<file path="config.mk">
export PLATFORM = sky130hd
export DESIGN_NAME = aux_gpio_port
export DESIGN_NICKNAME = d
export VERILOG_FILES = /design/src/rtl/aux_gpio_pkg.sv /design/src/rtl/aux_sync.sv /design/src/rtl/aux_dir_ctrl.sv /design/src/rtl/aux_irq_unit.sv /design/src/rtl/aux_gpio_port.sv
export SDC_FILE = /design/constraint.sdc
export NUM_CORES = 1
export LEC_CHECK = 0
export BUFFER_PORTS_ARGS = -buffer_cell sky130_fd_sc_hd__buf_2
export CAP_MARGIN = 20
export CORE_MARGIN = 10
export CORE_UTILIZATION = 53
export CTS_CLUSTER_SIZE = 20
export DETAILED_ROUTE_END_ITERATION = 6
export PLACE_DENSITY = 0.94
export SYNTH_ARGS = -nofsm -noshare
export SYNTH_HDL_FRONTEND = slang
export SYNTH_SLANG_ARGS = --single-unit
</file>
<file path="constraint.sdc">
create_clock -name clk -period 2.63 [get_ports clk]
set_input_delay 0.1315 -clock clk [delete_from_list [all_inputs] [get_ports clk]]
set_output_delay 0.1315 -clock clk [all_outputs]
set_load 0.01 [all_outputs]
</file>
<file path="src/rtl/aux_gpio_pkg.sv">
package aux_gpio_pkg;

  localparam int unsigned DEF_STAT_ADDR = 'h3B;
  localparam int unsigned DEF_MASK_ADDR = 'h3C;
  localparam int unsigned DEF_TX_ADDR   = 'h3D;
  localparam int unsigned DEF_OE_ADDR   = 'h3E;
  localparam int unsigned DEF_RX_ADDR   = 'h3F;

  typedef enum logic [2:0] {
    SEL_NONE,
    SEL_OE,
    SEL_RX,
    SEL_TX,
    SEL_MASK,
    SEL_STAT
  } reg_sel_e;

endpackage

</file>
<file path="src/rtl/aux_sync.sv">
module aux_sync #(
  parameter int unsigned W      = 8,
  parameter int unsigned STAGES = 2,
  parameter logic [W-1:0] RST_VAL = '1
) (
  input  logic         clk,
  input  logic         rst,
  input  logic [W-1:0] d,
  output logic [W-1:0] q
);

  logic [W-1:0] chain [STAGES];

  always_ff @(posedge clk) begin
    if (rst) begin
      for (int s = 0; s < STAGES; s++) chain[s] <= RST_VAL;
    end else begin
      chain[0] <= d;
      for (int s = 1; s < STAGES; s++) chain[s] <= chain[s-1];
    end
  end

  assign q = chain[STAGES-1];

endmodule

</file>
<file path="src/rtl/aux_dir_ctrl.sv">
module aux_dir_ctrl #(
  parameter int unsigned NPINS = 8
) (
  input  logic             clk,
  input  logic             rst,
  input  logic             wr,
  input  logic [NPINS-1:0] wdata,
  input  logic [NPINS-1:0] claimed,
  input  logic [NPINS-1:0] fn_dir,
  output logic [NPINS-1:0] dir_view,
  output logic [NPINS-1:0] drive,
  output logic [NPINS-1:0] in_avail
);

  logic [NPINS-1:0] oe_q;

  for (genvar i = 0; i < NPINS; i++) begin : g_bit
    always_ff @(posedge clk) begin
      if (rst)                    oe_q[i] <= 1'b1;
      else if (wr && !claimed[i]) oe_q[i] <= wdata[i];
    end
    assign dir_view[i] = claimed[i] ? fn_dir[i] : oe_q[i];
    assign drive[i]    = !claimed[i] && !oe_q[i];
    assign in_avail[i] = !claimed[i] && oe_q[i];
  end

endmodule

</file>
<file path="src/rtl/aux_irq_unit.sv">
module aux_irq_unit #(
  parameter int unsigned NIRQ = 2
) (
  input  logic            clk,
  input  logic            rst,
  input  logic [NIRQ-1:0] lvl,
  input  logic [NIRQ-1:0] avail,
  input  logic [NIRQ-1:0] mask,
  input  logic            clr,
  output logic [NIRQ-1:0] pend
);

  for (genvar k = 0; k < NIRQ; k++) begin : g_src
    logic req;
    assign req = !lvl[k] && avail[k] && !mask[k];
    always_ff @(posedge clk) begin
      if (rst)      pend[k] <= 1'b0;
      else if (clr) pend[k] <= 1'b0;
      else if (req) pend[k] <= 1'b1;
    end
  end

endmodule

</file>
<file path="src/rtl/aux_gpio_port.sv">
module aux_gpio_port
  import aux_gpio_pkg::*;
#(
  parameter int unsigned NPINS       = 8,
  parameter int unsigned NIRQ        = 2,
  parameter int unsigned ADDR_W      = 8,
  parameter int unsigned SYNC_STAGES = 2,
  parameter int unsigned OE_ADDR     = DEF_OE_ADDR,
  parameter int unsigned RX_ADDR     = DEF_RX_ADDR,
  parameter int unsigned TX_ADDR     = DEF_TX_ADDR,
  parameter int unsigned MASK_ADDR   = DEF_MASK_ADDR,
  parameter int unsigned STAT_ADDR   = DEF_STAT_ADDR,
  parameter logic [NPINS-1:0] SEC_PINS = NPINS'(8'hB0),
  parameter logic [NPINS-1:0] RSV_PINS = NPINS'(8'h07),
  parameter logic [NIRQ-1:0]  MASK_RST = '1
) (
  input  logic              clk,
  input  logic              rst,
  input  logic              wr_en,
  input  logic              rd_en,
  input  logic [ADDR_W-1:0] addr,
  input  logic [NPINS-1:0]  wdata,
  output logic [NPINS-1:0]  rdata,
  input  logic [NPINS-1:0]  pin_in,
  output logic [NPINS-1:0]  gpio_out,
  output logic [NPINS-1:0]  gpio_drive,
  input  logic              net_mode,
  input  logic [NPINS-1:0]  sec_en,
  input  logic [NPINS-1:0]  fn_dir,
  output logic              irq
);

  localparam int unsigned IRQ_LO = NPINS - NIRQ;

  reg_sel_e         sel;
  logic [NPINS-1:0] claimed;
  logic [NPINS-1:0] pin_sync;
  logic [NPINS-1:0] dir_view;
  logic [NPINS-1:0] in_avail;
  logic [NPINS-1:0] tx_q;
  logic [NIRQ-1:0]  mask_q;
  logic [NIRQ-1:0]  pend_q;
  logic [NPINS-1:0] rd_mux;
  logic [NPINS-1:0] rdata_q;

  always_comb begin
    sel = SEL_NONE;
    if      (addr == ADDR_W'(OE_ADDR))   sel = SEL_OE;
    else if (addr == ADDR_W'(RX_ADDR))   sel = SEL_RX;
    else if (addr == ADDR_W'(TX_ADDR))   sel = SEL_TX;
    else if (addr == ADDR_W'(MASK_ADDR)) sel = SEL_MASK;
    else if (addr == ADDR_W'(STAT_ADDR)) sel = SEL_STAT;
  end

  assign claimed = (sec_en & SEC_PINS) | ({NPINS{net_mode}} & RSV_PINS);

  aux_sync #(.W(NPINS), .STAGES(SYNC_STAGES), .RST_VAL('1)) u_sync (
    .clk (clk),
    .rst (rst),
    .d   (pin_in),
    .q   (pin_sync)
  );

  aux_dir_ctrl #(.NPINS(NPINS)) u_dir (
    .clk      (clk),
    .rst      (rst),
    .wr       (wr_en && sel == SEL_OE),
    .wdata    (wdata),
    .claimed  (claimed),
    .fn_dir   (fn_dir),
    .dir_view (dir_view),
    .drive    (gpio_drive),
    .in_avail (in_avail)
  );

  always_ff @(posedge clk) begin
    if (rst) begin
      tx_q   <= '0;
      mask_q <= MASK_RST;
    end else if (wr_en) begin
      if (sel == SEL_TX)   tx_q   <= wdata;
      if (sel == SEL_MASK) mask_q <= wdata[NIRQ-1:0];
    end
  end

  aux_irq_unit #(.NIRQ(NIRQ)) u_irq (
    .clk   (clk),
    .rst   (rst),
    .lvl   (pin_sync[NPINS-1:IRQ_LO]),
    .avail (in_avail[NPINS-1:IRQ_LO]),
    .mask  (mask_q),
    .clr   (rd_en && sel == SEL_STAT),
    .pend  (pend_q)
  );

  always_comb begin
    case (sel)
      SEL_OE:   rd_mux = dir_view;
      SEL_RX:   rd_mux = pin_sync;
      SEL_TX:   rd_mux = tx_q;
      SEL_MASK: rd_mux = NPINS'(mask_q);
      SEL_STAT: rd_mux = NPINS'(pend_q);
      default:  rd_mux = '0;
    endcase
  end

  always_ff @(posedge clk) begin
    if (rst)        rdata_q <= '0;
    else if (rd_en) rdata_q <= rd_mux;
  end

  assign rdata    = rdata_q;
  assign gpio_out = tx_q;
  assign irq      = |pend_q;

endmodule

</file>
==> results.py, run 1 <==
metrics = {
    "synth": {
        "yosysSeqAreaShare_pct": 43.9,
        "synth_top_area_share_pct": 43.9,
        "synth_flop_cell": "dfxtp_1",
        "synth_seq_cells": 44,
        "yosysTopAreaCell": "dfxtp_1",
        "synth.distinct_cells": 31,
        "ys.warnings.count": 0,
        "async_flop_share_pct": 0,
        "synth_nets": 253,
        "synth_most_common_cell": "dfxtp_1",
        "syn_area_per_cell_sq_um": 9.64,
        "synth_area_leaders": "dfxtp_1 (44%), mux2i_1 (10%), mux2_2 (6.7%)",
        "synthCells": 208,
        "synth_edf_count": 0,
        "syn_area_sq_um": 2000,
        "ys_top_cells_by_count": "dfxtp_1 (44), nor2_1 (27), mux2i_1 (20)",
    },
    "pwr": {
        "p_leak_uw": 0.00105,
        "vdd_drop_max_uv": 558,
        "power_density_nw_per_um2": 546,
    },
    "clock_tree": {
        "cts_buffer_depth": 2,
        "hold_buffers": 4,
        "clkTransAtPathRegs_ns": 0.08,
        "post_cts_buffers": 0,
        "cts-resized-gates": 0,
        "cts_max_level": 2,
        "cts_tree": "built",
        "cts_inserted_buffers": 5,
        "ctsRootBufferMaster": "clkbuf_8",
        "cts.sinks": 44,
        "worstSkewPairLatency_ns": 0.30,
    },
    "sta": {
        "finalSetupViolations": 0,
        "period_needed_ns": 1.29,
        "relSlewSlack_pct": 51.8,
        "rsz0062_at_grt": "false",
        "fin_worst_skew_ns": 0.00754,
        "max_freq_mhz": 774,
        "tightestPinTransition_ns": 0.723,
        "post-route-period-util_pct": 49.1,
        "maxSlewViolCount": 0,
        "whs_ns": 0.0102,
        "finalSetupTns_ns": 0,
        "hold_violations": 0,
    },
    "layout": {
        "area_delta_synth_final_pct": 23.5,
        "antenna_cells": 0,
        "final_layout_size_suffix_gt1_share_pct": 38.5,
        "fin_nets": 314,
        "fin_area_sq_um": 2470,
    },
    "floorplan": {
        "die_h_um": 81.5,
        "ioPinCount": 70,
        "start_util_pct": 54.8,
        "die_w_um": 81.5,
        "coreArea_sq_um": 3660,
        "rows": 22,
        "die_area_sq_um": 6640,
    },
    "placement": {
        "postPlaceCellArea_sq_um": 2300,
        "io_buffers": 62,
        "gp_congestion": 0.842,
        "post-dp-hpwl_um": 3520,
    },
    "drt": {
        "dr_wl_met2_um": 2170,
        "routed_via_density": 5.08,
        "highest_layer": "met4",
        "drt-met1-wl_um": 2010,
        "routed_wl_um": 4680,
        "drc": 0,
        "wire_per_inst_um": 14.7,
        "drtIter0Drc": 142,
        "route.vias.total": 1615,
        "ant_nets": 0,
        "dr_wl_met3_um": 442,
        "first_pass_iters": 4,
    },
    "global_routing": {
        "antenna_found_initial": 0,
        "overflow": 0,
        "grt_use_total_pct": 14.0,
        "grt_max_degree": 55,
        "grt_pass1_vias": 1629,
        "grt_pass1_wl_um": 7330,
    },
    "critical_path": {
        "crit_type": "input pin to register",
        "required_ns": 2.86,
        "crit_arrival_ns": 1.52,
        "path_max_fanout": 8,
        "startpoint_type": "input pin",
        "end_kind": "register",
    },
    "hold_path": {
        "hold_path.class": "input pin to register",
    },
    "run_status": {
        "status": "complete, no violations",
    },
    "job": {
        "maxCapViolCount": 0,
    },
}
sequential cells by signal, summed over array words and instances, names as in the netlist:
signal,count
u_sync.chain,16
rdata,8
u_irq.pend,2
u_dir.oe_q,8
mask_q,2
gpio_out,8
layout by cell type, fill, tap and decap left out, types with 6 or more instances in the layout:
master and count:
o21ai_0 6, nand2_1 12, mux2i_1 20, or2_2 17
mux2_2 12, nand2b_1 16, buf_2 62, dfxtp_1 44
a22oi_1 6, clkbuf_8 6, nor2_1 27
where the power goes:
part | internal [uW] | total, uW | switching, uW
clock network | 311 | 545 | 235
registers | 677 | 680 | 2.78
logic | 63.0 | 126 | 63.1
final cells by class:
cell class | count | area [sq um]
clock buffer | 6 | 82.6
clock inverter | 2 | 38.8
fill | 286 | 1190
inverter | 2 | 7.51
multi-input combinational | 148 | 1040
sequential | 44 | 881
tap | 48 | 60.1
timing repair buffer | 68 | 368
worst max-delay path, stage by stage:
cell,delay [ns]
buf_2,0.10
nand4bb_1,0.17
buf_4,0.20
nor4b_4,0.67
mux2i_1,0.25
kinds of logic (layout without fill, tap and decap cells):
logic type,after synthesis,after routing,share of synthesized area [%]
compound gates,22,22,7.37
flops,44,44,43.9
simple gates,94,94,27.7
buf+inv,16,78,4.31
mux,32,32,16.7
worst paths after layout:
kind	from	endpoint	slack, ns	depth (start not counted)
min reg2reg	u_sync.chain[0][2]	u_sync.chain[0][10]	0.41	1
max reg2reg	u_dir.oe_q[2]	rdata[2]	1.59	3
min	pin_in[1]	u_sync.chain[0][1]	0.01	2
max	addr[6]	gpio_out[1]	1.34	5
metal layers:
layer  vias to the layer above  global-route usage (%)
met1                       712                    15.7
met3                         6                    6.77
met2                        55                    23.4
met5                         -                       0
li1                        842                       -
met4                         0                    3.63
through the flow:
stage               worst slack [ns]  instances  power [uW]  utilization, %
floorplan                       1.51        208         773               -
global placement                1.04        305         812            62.9
detailed placement              1.00        305         814            62.9
CTS                             1.31        317        1350            67.3
global route                    1.21        318        1390            67.6
finish                          1.34        318        1350            67.6
Power figures use the tool's default switching activity.
==> inputs of run 2 (changes only) <==
--- a/config.mk
+++ b/config.mk
@@ -8,10 +8,10 @@
 export BUFFER_PORTS_ARGS = -buffer_cell sky130_fd_sc_hd__buf_2
 export CAP_MARGIN = 20
 export CORE_MARGIN = 10
-export CORE_UTILIZATION = 53
+export CORE_UTILIZATION = 44
 export CTS_CLUSTER_SIZE = 20
 export DETAILED_ROUTE_END_ITERATION = 6
-export PLACE_DENSITY = 0.94
+export PLACE_DENSITY = 0.85
 export SYNTH_ARGS = -nofsm -noshare
 export SYNTH_HDL_FRONTEND = slang
 export SYNTH_SLANG_ARGS = --single-unit
==> constraint.sdc (replaced) <==
create_clock -name clk -period 1.1 [get_ports clk]
set_input_delay 0.055 -clock clk [delete_from_list [all_inputs] [get_ports clk]]
set_output_delay 0.055 -clock clk [all_outputs]
set_load 0.01 [all_outputs]
==> run 2 against run 1 <==
Combinational power grew to 2.9 times the previous value. Sequential share of layout area shrank 2.7 points. Utilization shrank 6.4 points. Largest cell class unchanged. Hold slack gained 0.015 ns. Critical endpoint is now irq. Register-to-register slack lost 1.5 ns. Final area grew 8.4%. First-iteration DRC count shrank 4.9%. Non-clock buffer count grew 21. Die area grew 15%. Largest power group unchanged. Total power grew 140%. Clock skew grew 0.0054 ns.
==> results.py, run 2 (synthesis gave the netlist of run 1 again) <==
metrics = {
    "pwr": {
        "p_int_uw": 2490,
        "p_seq_share_pct": 50.6,
        "p_leak_uw": 0.00115,
        "pwr-share-clk_pct": 37.9,
        "power_switching_uw": 721,
        "swShare_pct": 22.4,
        "p_total_uw": 3210,
        "power_density_nw_per_um2": 1200,
        "comb_power_share_pct": 11.5,
        "vdd_drop_max_uv": 995,
    },
    "global_routing": {
        "grt_max_degree": 39,
        "grt_pass1_wl_um": 8560,
        "antenna_found_initial": 0,
        "overflow": 0,
        "grt_use_total_pct": 14.0,
        "grt_pass1_vias": 1784,
    },
    "layout": {
        "largest_reg_flops": 16,
        "area_delta_synth_final_pct": 33.9,
        "largest_register": "u_sync.chain",
        "layout_commonest_cell": "buf_2",
        "most-common-layout-cells": "buf_2 (61), dfxtp_1 (43), nor2_1 (27)",
        "fin_nets": 335,
        "final_layout_size_suffix_gt1_share_pct": 43.0,
        "antenna_cells": 0,
    },
    "drt": {
        "routed_via_density": 5.08,
        "route.vias.total": 1742,
        "routed_wl_um": 5240,
        "first_pass_iters": 4,
        "ant_nets": 0,
        "drc": 0,
        "drtIter0Drc": 135,
        "wire_per_inst_um": 15.3,
    },
    "floorplan": {
        "start_util_pct": 45.7,
        "rows": 24,
        "die_area_sq_um": 7660,
        "coreArea_sq_um": 4380,
        "die_w_um": 87.5,
        "ioPinCount": 70,
        "die_h_um": 87.5,
    },
    "sta": {
        "tightestPinTransition_ns": 0.598,
        "rsz0062_at_grt": "false",
        "maxSlewViolCount": 0,
        "max_freq_mhz": 962,
        "whs_ns": 0.0251,
        "hold_violations": 0,
        "post-route-period-util_pct": 94.5,
        "finalSetupViolations": 0,
        "period_needed_ns": 1.04,
        "relSlewSlack_pct": 60.0,
        "fin_worst_skew_ns": 0.0129,
        "finalSetupTns_ns": 0,
    },
    "critical_path": {
        "cp_slowest_cell": "dfxtp_2",
        "required_ns": 1.04,
        "crit_path_max_incr_delay_ns": 0.33,
        "crit_type": "register to output pin",
        "path_max_fanout": 2,
        "end_kind": "output pin",
        "crit_path_cell_trace": "or2_4 > buf_6",
        "crit_arrival_ns": 0.98,
        "startpoint_type": "register",
    },
    "placement": {
        "gp_congestion": 0.807,
        "post-dp-hpwl_um": 4090,
        "io_buffers": 62,
    },
    "clock_tree": {
        "cts_max_level": 2,
        "cts_buffer_depth": 2,
        "cts.sinks": 44,
        "worstSkewPairLatency_ns": 0.30,
        "cts_inserted_buffers": 5,
        "ctsRootBufferMaster": "clkbuf_8",
        "clkTransAtPathRegs_ns": 0.09,
        "cts_tree": "built",
    },
    "run_status": {
        "status": "complete, no violations",
    },
    "hold_path": {
        "hold_path.class": "input pin to register",
    },
    "job": {
        "maxCapViolCount": 0,
    },
}
==> run 2: cell count changes in the layout (fill, tap and decap cells not counted), moves of 2 or more <==
cell | before | now
a22oi_2 | 0 | 2
dlygate4sd3_1 | 5 | 8
a22oi_1 | 6 | 4
buf_6 | 0 | 2
buf_4 | 1 | 17
==> run 2: timing repair <==
item,in CTS,in global routing
hold endpoints to repair,8,0
hold buffers,8,0
pin swaps,0,1
gates resized for setup,3,5
setup buffers,1,0
endpoints found under the setup margin,1,5
==> run 2: cell type report <==
| type | count | area [sq um] |
|---|---|---|
| well taps | 52 | 65.1 |
| clock inverters | 2 | 35.0 |
| multi-input cells | 148 | 1070 |
| fillers | 382 | 1700 |
| repair buffers | 89 | 556 |
| flip-flops and latches | 44 | 882 |
| inverters | 2 | 7.51 |
| clock buffers | 6 | 72.6 |
==> run 2: through the flow <==
step / setup WS (ns) / area, sq um / utilization [%] / instances
3_5_place_dp: -0.259 / 2450 / 55.9 / 326
5_1_grt: 0.0202 / 2680 / 61.2 / 343
3_3_place_gp: -0.198 / 2450 / 55.9 / 326
4_1_cts: 0.0505 / 2650 / 60.5 / 343
2_1_floorplan: 0.0543 / 2000 / - / 208
6_report: 0.0607 / 2680 / 61.2 / 343
==> run 2: worst max-delay path, delay by kind of cell (launching register included) <==
family        cells  cell delay [ns]
buf+inv           1             0.12
flops             1             0.33
simple gates      1             0.24
==> run 2: worst paths after layout <==
| check | start | endpoint | slack (ns) | depth (start not counted) |
|---|---|---|---|---|
| max | u_irq.pend[1] | irq | 0.06 | 2 |
| min | wdata[2] | gpio_out[2] | 0.03 | 3 |
| max reg2reg | u_dir.oe_q[7] | rdata[7] | 0.08 | 3 |
| min reg2reg | u_sync.chain[0][4] | u_sync.chain[0][12] | 0.41 | 1 |
==> run 2: power groups by stage <==
stage / combinational [uW] / clock, uW / sequential [uW]
after CTS: 354 / 1220 / 1630
final: 369 / 1220 / 1630
after detailed placement: 329 / 0 / 1660
after global placement: 324 / 0 / 1660
after floorplan: 186 / 0 / 1660
after global routing: 401 / 1300 / 1630
==> run 2: routing by layer <==
metal,part of all wire [%],vias up,GRT usage [%]
met3,8.7,4,5.34
met2,50,60,23.9
li1,-,879,-
met5,0,-,0
met1,40,799,15.5
met4,0.80,0,4.49
==> inputs of run 3 (changes only) <==
--- a/config.mk
+++ b/config.mk
@@ -8,10 +8,10 @@
 export BUFFER_PORTS_ARGS = -buffer_cell sky130_fd_sc_hd__buf_2
 export CAP_MARGIN = 20
 export CORE_MARGIN = 10
-export CORE_UTILIZATION = 44
+export CORE_UTILIZATION = 35
 export CTS_CLUSTER_SIZE = 20
 export DETAILED_ROUTE_END_ITERATION = 6
-export PLACE_DENSITY = 0.85
+export PLACE_DENSITY = 0.72
 export SYNTH_ARGS = -nofsm -noshare
 export SYNTH_HDL_FRONTEND = slang
 export SYNTH_SLANG_ARGS = --single-unit
==> run 3 against run 2 <==
Hold slack improved by 0.0032 ns. First-iteration DRC count fell by 41%. Critical path depth rose by 1. Total power fell by 1.9%. Clock power fell by 3%. Register-to-register slack barely moved. Combinational power fell by 6.5%. Wire length fell by 4.2%. Worst setup slack improved by 0.0051 ns. Sequential share of layout area rose by 0.36 points. Critical path type is now register to register. Critical endpoint is now rdata[2].
==> results.py, run 3 (synthesis gave the netlist of run 1 again) <==
metrics = {
    "floorplan": {
        "die_area_sq_um": 9150,
        "coreArea_sq_um": 5540,
        "ioPinCount": 70,
        "rows": 27,
        "die_h_um": 95.7,
        "die_w_um": 95.7,
        "start_util_pct": 36.2,
    },
    "hold_path": {
        "min_from": "wdata[2]",
        "hold_path.class": "input pin to register",
    },
    "job": {
        "maxCapViolCount": 0,
    },
    "sta": {
        "finalSetupTns_ns": 0,
        "hold_violations": 0,
        "finalSetupViolations": 0,
        "rsz0062_at_grt": "false",
        "fin_ws_ns": 0.0658,
        "period_needed_ns": 1.03,
        "maxSlewViolCount": 0,
        "relSlewSlack_pct": 60.8,
        "max_freq_mhz": 967,
        "fin_worst_skew_ns": 0.0120,
        "post-route-period-util_pct": 94.0,
        "tightestPinTransition_ns": 0.586,
    },
    "layout": {
        "area_delta_synth_final_pct": 32.5,
        "multiInputGateArea_sq_um": 1040,
        "layout_commonest_cell": "buf_2",
        "final.fill_count": 557,
        "seq_area_sq_um": 882,
        "largest_register": "u_sync.chain",
        "stdcell_count": 355,
        "final_layout_size_suffix_gt1_share_pct": 41.0,
        "most-common-layout-cells": "buf_2 (61), dfxtp_1 (43), nor2_1 (27)",
        "fin_nets": 329,
        "antenna_cells": 0,
        "largest_reg_flops": 16,
    },
    "drt": {
        "drc": 0,
        "wire_per_inst_um": 14.1,
        "drtIter0Drc": 80,
        "routed_via_density": 4.67,
        "routed_wl_um": 5020,
        "route.vias.total": 1657,
        "first_pass_iters": 4,
        "ant_nets": 0,
    },
    "global_routing": {
        "grt_max_degree": 28,
        "antenna_found_initial": 0,
        "grt_pass1_wl_um": 8000,
        "grt_pass1_vias": 1665,
        "grt_use_total_pct": 11.1,
        "overflow": 0,
    },
    "critical_path": {
        "reg2reg_to": "rdata[2]",
        "r2r_cells": 3,
        "required_ns": 1.29,
        "setup.worst_path.start": "u_dir.oe_q[2]",
        "path_max_fanout": 3,
        "reg2reg_setup_slack_ns": 0.07,
        "crit_type": "register to register",
        "end_kind": "register",
        "rr_startpoint": "u_dir.oe_q[2]",
        "crit_arrival_ns": 1.22,
        "crit_end": "rdata[2]",
        "startpoint_type": "register",
    },
    "clock_tree": {
        "cts.sinks": 44,
        "clkTransAtPathRegs_ns": 0.08,
        "cts_max_level": 2,
        "cts_buffer_depth": 2,
        "ctsRootBufferMaster": "clkbuf_8",
        "cts_tree": "built",
        "cts_inserted_buffers": 5,
        "worstSkewPairLatency_ns": 0.30,
    },
    "placement": {
        "place_ws_ns": -0.175,
        "io_buffers": 62,
        "post-dp-hpwl_um": 3970,
        "gp_congestion": 0.828,
        "dp_cells": 340,
    },
    "run_status": {
        "status": "complete, no violations",
    },
    "pwr": {
        "power_density_nw_per_um2": 1190,
        "p_total_uw": 3150,
        "vdd_drop_max_uv": 562,
        "p_leak_uw": 0.00112,
    },
}
## run 3: cell count changes in the layout (fill, tap and decap cells not counted)
cell / delta
buf_4: -7
buf_12: +2
a22oi_1: +1
a22oi_2: -1
buf_6: -1
clkbuf_1: -1
clkinv_2: -1
nand4bb_1: +1
nand4bb_4: -1
## run 3: repair_timing
item,CTS,global route
endpoints found under the setup margin,1,1
hold endpoints to repair,8,0
hold buffers,8,0
resized for setup,3,1
cloned,0,0
buffers inserted,1,0
## run 3: through the flow
| stage | hold slack, ns | instance area (sq um) | util (%) |
|---|---|---|---|
| finish | 0.0283 | 2660 | 47.9 |
| CTS | 0.0254 | 2650 | 47.8 |
| detailed placement | 0.240 | 2450 | 44.3 |
| floorplan | 0.153 | 2000 | - |
| global route | 0.0374 | 2660 | 47.9 |
| global placement | 0.240 | 2450 | 44.3 |
## run 3: worst min-delay path by stage
stage               depth (start not counted)  slack [ns]                  to
finish                                      3        0.03       u_dir.oe_q[2]
global route                                3        0.04         gpio_out[3]
CTS                                         3        0.03       u_dir.oe_q[2]
detailed placement                          2        0.24  u_sync.chain[0][1]
global placement                            2        0.24  u_sync.chain[0][4]
floorplan                                   1        0.15       gpio_drive[4]
## run 3: critical path, cell delays in order (launching register included)
cell and delay, ns:
dfxtp_1 0.33, mux2_2 0.27, a22oi_1 0.22, o21ai_0 0.10
## run 3: routing by layer
layer / part of all wire [%] / vias to the layer above / track usage [%]
li1: - / 867 / -
met1: 45 / 730 / 13.1
met4: 1.1 / 0 / 3.32
met3: 10 / 8 / 5.11
met5: 0 / - / 0
met2: 43 / 52 / 17.7
## run 3: power by group
group | switching (uW) | internal (uW) | total [uW] | leakage, uW
Combinational | 160 | 186 | 345 | 0.000715
Sequential | 7.31 | 1620 | 1630 | 0.000359
Clock | 527 | 652 | 1180 | 0.0000501
## run 3: cell type report
type / instances / share of cell area (%)
clock buffer: 5 / 2.59
clock inverter: 1 / 1.13
inverter: 2 / 0.283
multi-input combinational: 148 / 39.3
sequential: 44 / 33.2
tap: 72 / 3.39
timing repair buffer: 83 / 20.0
